`src/rtl/gpio_amask_pkg.sv`:
```
package gpio_amask_pkg;

    typedef enum logic [0:0] {
        RD_IDLE    = 1'b0,
        RD_PRESENT = 1'b1
    } rd_phase_e;

    localparam int unsigned MASK_LSB = 2;

endpackage

```
`src/rtl/gam_mask_decode.sv`:
```
module gam_mask_decode #(
    parameter int unsigned NPINS = 8
) (
    input  logic [NPINS+1:0] addr,
    output logic [NPINS-1:0] mask
);
    import gpio_amask_pkg::*;

    localparam int unsigned MSB = NPINS + MASK_LSB - 1;

    // word offset bits form the pin mask; byte lane bits are dropped
    assign mask = addr[MSB:MASK_LSB];

    logic [MASK_LSB-1:0] unused_lane;
    assign unused_lane = addr[MASK_LSB-1:0];

endmodule

```
`src/rtl/gam_out_bank.sv`:
```
module gam_out_bank #(
    parameter int unsigned NPINS = 8
) (
    input  logic             clk,
    input  logic             rst,
    input  logic             wr_en,
    input  logic [NPINS-1:0] mask,
    input  logic [NPINS-1:0] wdata,
    input  logic [NPINS-1:0] dir,
    output logic [NPINS-1:0] data_q,
    output logic [NPINS-1:0] pad_out
);

    for (genvar n = 0; n < NPINS; n++) begin : g_bit
        always_ff @(posedge clk) begin
            if (rst) begin
                data_q[n] <= 1'b0;
            end else if (wr_en && mask[n]) begin
                data_q[n] <= wdata[n];
            end
        end

        assign pad_out[n] = dir[n] & data_q[n];
    end

endmodule

```
`src/rtl/gam_read_sel.sv`:
```
module gam_read_sel #(
    parameter int unsigned NPINS = 8
) (
    input  logic [NPINS-1:0] mask,
    input  logic [NPINS-1:0] dir,
    input  logic [NPINS-1:0] data_q,
    input  logic [NPINS-1:0] pad_in,
    output logic [NPINS-1:0] rsel
);

    for (genvar n = 0; n < NPINS; n++) begin : g_bit
        logic src;
        assign src     = dir[n] ? data_q[n] : pad_in[n];
        assign rsel[n] = mask[n] & src;
    end

endmodule

```
`src/rtl/gpio_amask_data.sv`:
```
module gpio_amask_data #(
    parameter int unsigned NPINS  = 8,
    parameter int unsigned DATA_W = 32
) (
    input  logic                clk,
    input  logic                rst,
    input  logic [NPINS+1:0]    bus_addr,
    input  logic [DATA_W-1:0]   bus_wdata,
    input  logic                wr_stb,
    input  logic                rd_stb,
    input  logic [NPINS-1:0]    pin_dir,
    input  logic [NPINS-1:0]    pad_in,
    output logic [NPINS-1:0]    pad_out,
    output logic [DATA_W-1:0]   rd_data
);
    import gpio_amask_pkg::*;

    localparam int unsigned PAD_W = DATA_W - NPINS;

    logic [NPINS-1:0] mask;
    logic [NPINS-1:0] data_q;
    logic [NPINS-1:0] rsel;
    logic [NPINS-1:0] snap_q;
    rd_phase_e        phase_q;
    rd_phase_e        phase_d;

    logic [PAD_W-1:0] unused_wdata_hi;
    assign unused_wdata_hi = bus_wdata[DATA_W-1:NPINS];

    gam_mask_decode #(.NPINS(NPINS)) u_dec (
        .addr (bus_addr),
        .mask (mask)
    );

    gam_out_bank #(.NPINS(NPINS)) u_bank (
        .clk     (clk),
        .rst     (rst),
        .wr_en   (wr_stb),
        .mask    (mask),
        .wdata   (bus_wdata[NPINS-1:0]),
        .dir     (pin_dir),
        .data_q  (data_q),
        .pad_out (pad_out)
    );

    gam_read_sel #(.NPINS(NPINS)) u_rsel (
        .mask   (mask),
        .dir    (pin_dir),
        .data_q (data_q),
        .pad_in (pad_in),
        .rsel   (rsel)
    );

    // next phase
    always_comb begin
        phase_d = RD_IDLE;
        unique case (phase_q)
            RD_IDLE:    phase_d = rd_stb ? RD_PRESENT : RD_IDLE;
            RD_PRESENT: phase_d = rd_stb ? RD_PRESENT : RD_IDLE;
        endcase
    end

    // state register and read capture
    always_ff @(posedge clk) begin
        if (rst) begin
            phase_q <= RD_IDLE;
            snap_q  <= '0;
        end else begin
            phase_q <= phase_d;
            if (rd_stb) begin
                snap_q <= rsel;
            end
        end
    end

    // outputs
    always_comb begin
        rd_data = '0;
        unique case (phase_q)
            RD_IDLE:    rd_data = '0;
            RD_PRESENT: rd_data = {{PAD_W{1'b0}}, snap_q};
        endcase
    end

endmodule

```
`config.mk`:
```
export PLATFORM = sky130hd
export DESIGN_NAME = gpio_amask_data
export DESIGN_NICKNAME = d
export VERILOG_FILES = /design/src/rtl/gpio_amask_pkg.sv /design/src/rtl/gam_mask_decode.sv /design/src/rtl/gam_out_bank.sv /design/src/rtl/gam_read_sel.sv /design/src/rtl/gpio_amask_data.sv
export SDC_FILE = /design/constraint.sdc
export NUM_CORES = 1
export LEC_CHECK = 0
export BUFFER_PORTS_ARGS = -buffer_cell sky130_fd_sc_hd__buf_2
export CORE_MARGIN = 2
export CORE_UTILIZATION = 39
export DETAILED_ROUTE_END_ITERATION = 12
export PLACE_DENSITY = 0.85
export SLEW_MARGIN = 20
export SYNTH_ARGS = -nofsm -noshare
export SYNTH_HDL_FRONTEND = slang
export SYNTH_SLANG_ARGS = --single-unit
```
`constraint.sdc`:
```
create_clock -name clk -period 2.33 [get_ports clk]
set_input_delay 0.466 -clock clk [delete_from_list [all_inputs] [get_ports clk]]
set_output_delay 0.466 -clock clk [all_outputs]
set_load 0.03 [all_outputs]
```
==> results.cfg <==
[worst_setup_path]
reg2regPathDepth = 2
r2r-start = snap_q[7]
critPathArrivalTime_ns = 1.09
end_kind = output pin
crit_fanout = 8
crit_type = reg2out
rr_endpoint = snap_q[7]
critPathRequiredTime_ns = 1.86
ff2ff_setup_slack_ns = 1.41
critPathLaunchType = register

[pwr]
peakVddDrop_mv = 0.302
power_mw = 0.607
leakage_nw = 0.646
power.density_mw_per_mm2 = 483

[routing]
drtPass1Iterations = 3
vias = 884
viasPerCell = 4.42
wl_per_cell_um = 10.1
ant_nets = 0
drt_iter0_drc = 30
drt_wl_total_mm = 2.02
drc = 0

[cts]
cts_inserted_buffers = 3
cts.htree.levels = 1
path_clk_slew_ns = 0.09
cts_tree = done
clkSinkCount = 17
clock_latency_ns = 0.28
cts-hold-fix-buffers = 0
ctsResizeCount = 0
post_cts_buffers = 0
cts_buffer_depth = 2
root_buffer = clkbuf_4

[sta]
clock_skew_ns = 0.000143
finalHoldViolations = 0
finalSetupViolations = 0
fin_crit_ns = 1.55
tns_ns = 0
max_freq_mhz = 644
hold-worst-slack_ns = 0.425
rsz0062_at_grt = no
setup_slack_ns = 0.778
fin_crit_sh_pct = 66.6
slew_violations = 0

[placement]
placed_area_mm2 = 0.00123
place_congestion = 0.698
pre_cts_ws_ns = 0.961
dp_hpwl_mm = 1.57
placed_cells = 196
port_buffers = 51

[worst_hold_path]
min_path_type = in2reg
min_from = bus_wdata[4]
min_path_cells = 3
min_to = u_bank.data_q[4]

[final_layout]
n_fill_cell = 294
final_cells = 200
nets = 232
final_common_cell = buf_2
final_cell_mix = buf_2 (51), conb_1 (24), dfxtp_1 (17)
utilization_pct = 46.8
layout-drive-gt1-share_pct = 40.2
design_area_mm2 = 0.00126
areaGrowthSynthToFinish_pct = 16.7
antennaDiodeCount = 0

[synthesis]
ys_ff_latch = 17
yosys.area.top_type = dfxtp_1
synth_area_leaders = dfxtp_1 (32%), buf_4 (17%), and2_1 (9.3%)
syn_inst = 120
synth_area_mm2 = 0.00108
ys_seq_area_share_pct = 31.6
avgSynthCellArea_um2 = 8.98
yosys_warnings = 0
yosysUniqueCellTypes = 15
synthDominantCellAreaShare_pct = 31.6

[floorplanning]
start_util_pct = 40.1
die_area_mm2 = 0.00320
coreArea_mm2 = 0.00269
ios = 102
die_y_um = 56.6
num_rows = 19
die_w_um = 56.6

[global_routing]
grt-ovfl-total = 0
grt_start_max_net_pins = 26
track_usage_pct = 13.0
first_global_vias = 750
antenna_found_initial = 0
grt_pass1_wl_mm = 3.23

[job]
cap_viol_max_count = 0

[run_status]
status = completed
[Yosys cell counts]
cell	count
mux2i_1	8
or3b_2	6
and2_1	16
a21bo_2	8
conb_1	1
clkbuf_2	1
o31ai_1	8
nand2_1	8
buf_4	25
a21oi_1	8
buf_6	3
or3b_1	2
dfxtp_1	17
nor2b_1	1
nand3_1	8
[power breakdown]
group	switching [mW]	internal [mW]	leakage [nW]	total, mW
clock	0.0844	0.0663	0.0150	0.151
combinational	0.101	0.0469	0.492	0.148
sequential	0.00681	0.302	0.139	0.309
total	0.192	0.415	0.646	0.607
[registers in the layout, summed over array words and instances (netlist names)]
signal	cells
phase_q	1
u_bank.data_q	8
snap_q	8
[cell families after synthesis]
group | Yosys count | synth area share (%)
muxes | 8 | 7.43
other | 1 | 0.348
buffers and inverters | 29 | 21.0
DFF | 17 | 31.6
AOI/OAI and AO/OA | 24 | 16.7
and+or+nand+nor | 41 | 22.9
[worst max-delay path: stages, from the launching register on]
cell,delay [ns]
dfxtp_1,0.46
and2_1,0.16
buf_2,0.19
[per-layer routing]
metal	track usage [%]	vias to the layer above	routed length, um
met2	23.8	39	1030
met1	14.8	381	856
li1	-	464	-
met4	1.02	0	0
met3	4.84	0	139
met5	0	-	0
[cell type report]
| cell class | count | area, um^2 | area share (%) |
|---|---|---|---|
| multi-input combinational | 97 | 597 | 47.5 |
| timing repair buffer | 51 | 255 | 20.3 |
| sequential | 17 | 340 | 27.1 |
| clock buffer | 4 | 26.3 | 2.09 |
| tap | 31 | 38.8 | 3.08 |
[worst max path at each step]
stage	start	to	slack, ns	cells past startpoint
after detailed placement	rst	snap_q[3]	0.96	3
after CTS	phase_q	rd_data[5]	0.72	2
after global placement	rst	snap_q[7]	0.98	3
after floorplan	pin_dir[0]	pad_out[0]	1.12	1
final	phase_q	rd_data[5]	0.78	2
after global routing	phase_q	rd_data[5]	0.68	2
No activity file was read; power rests on OpenSTA's default activity.
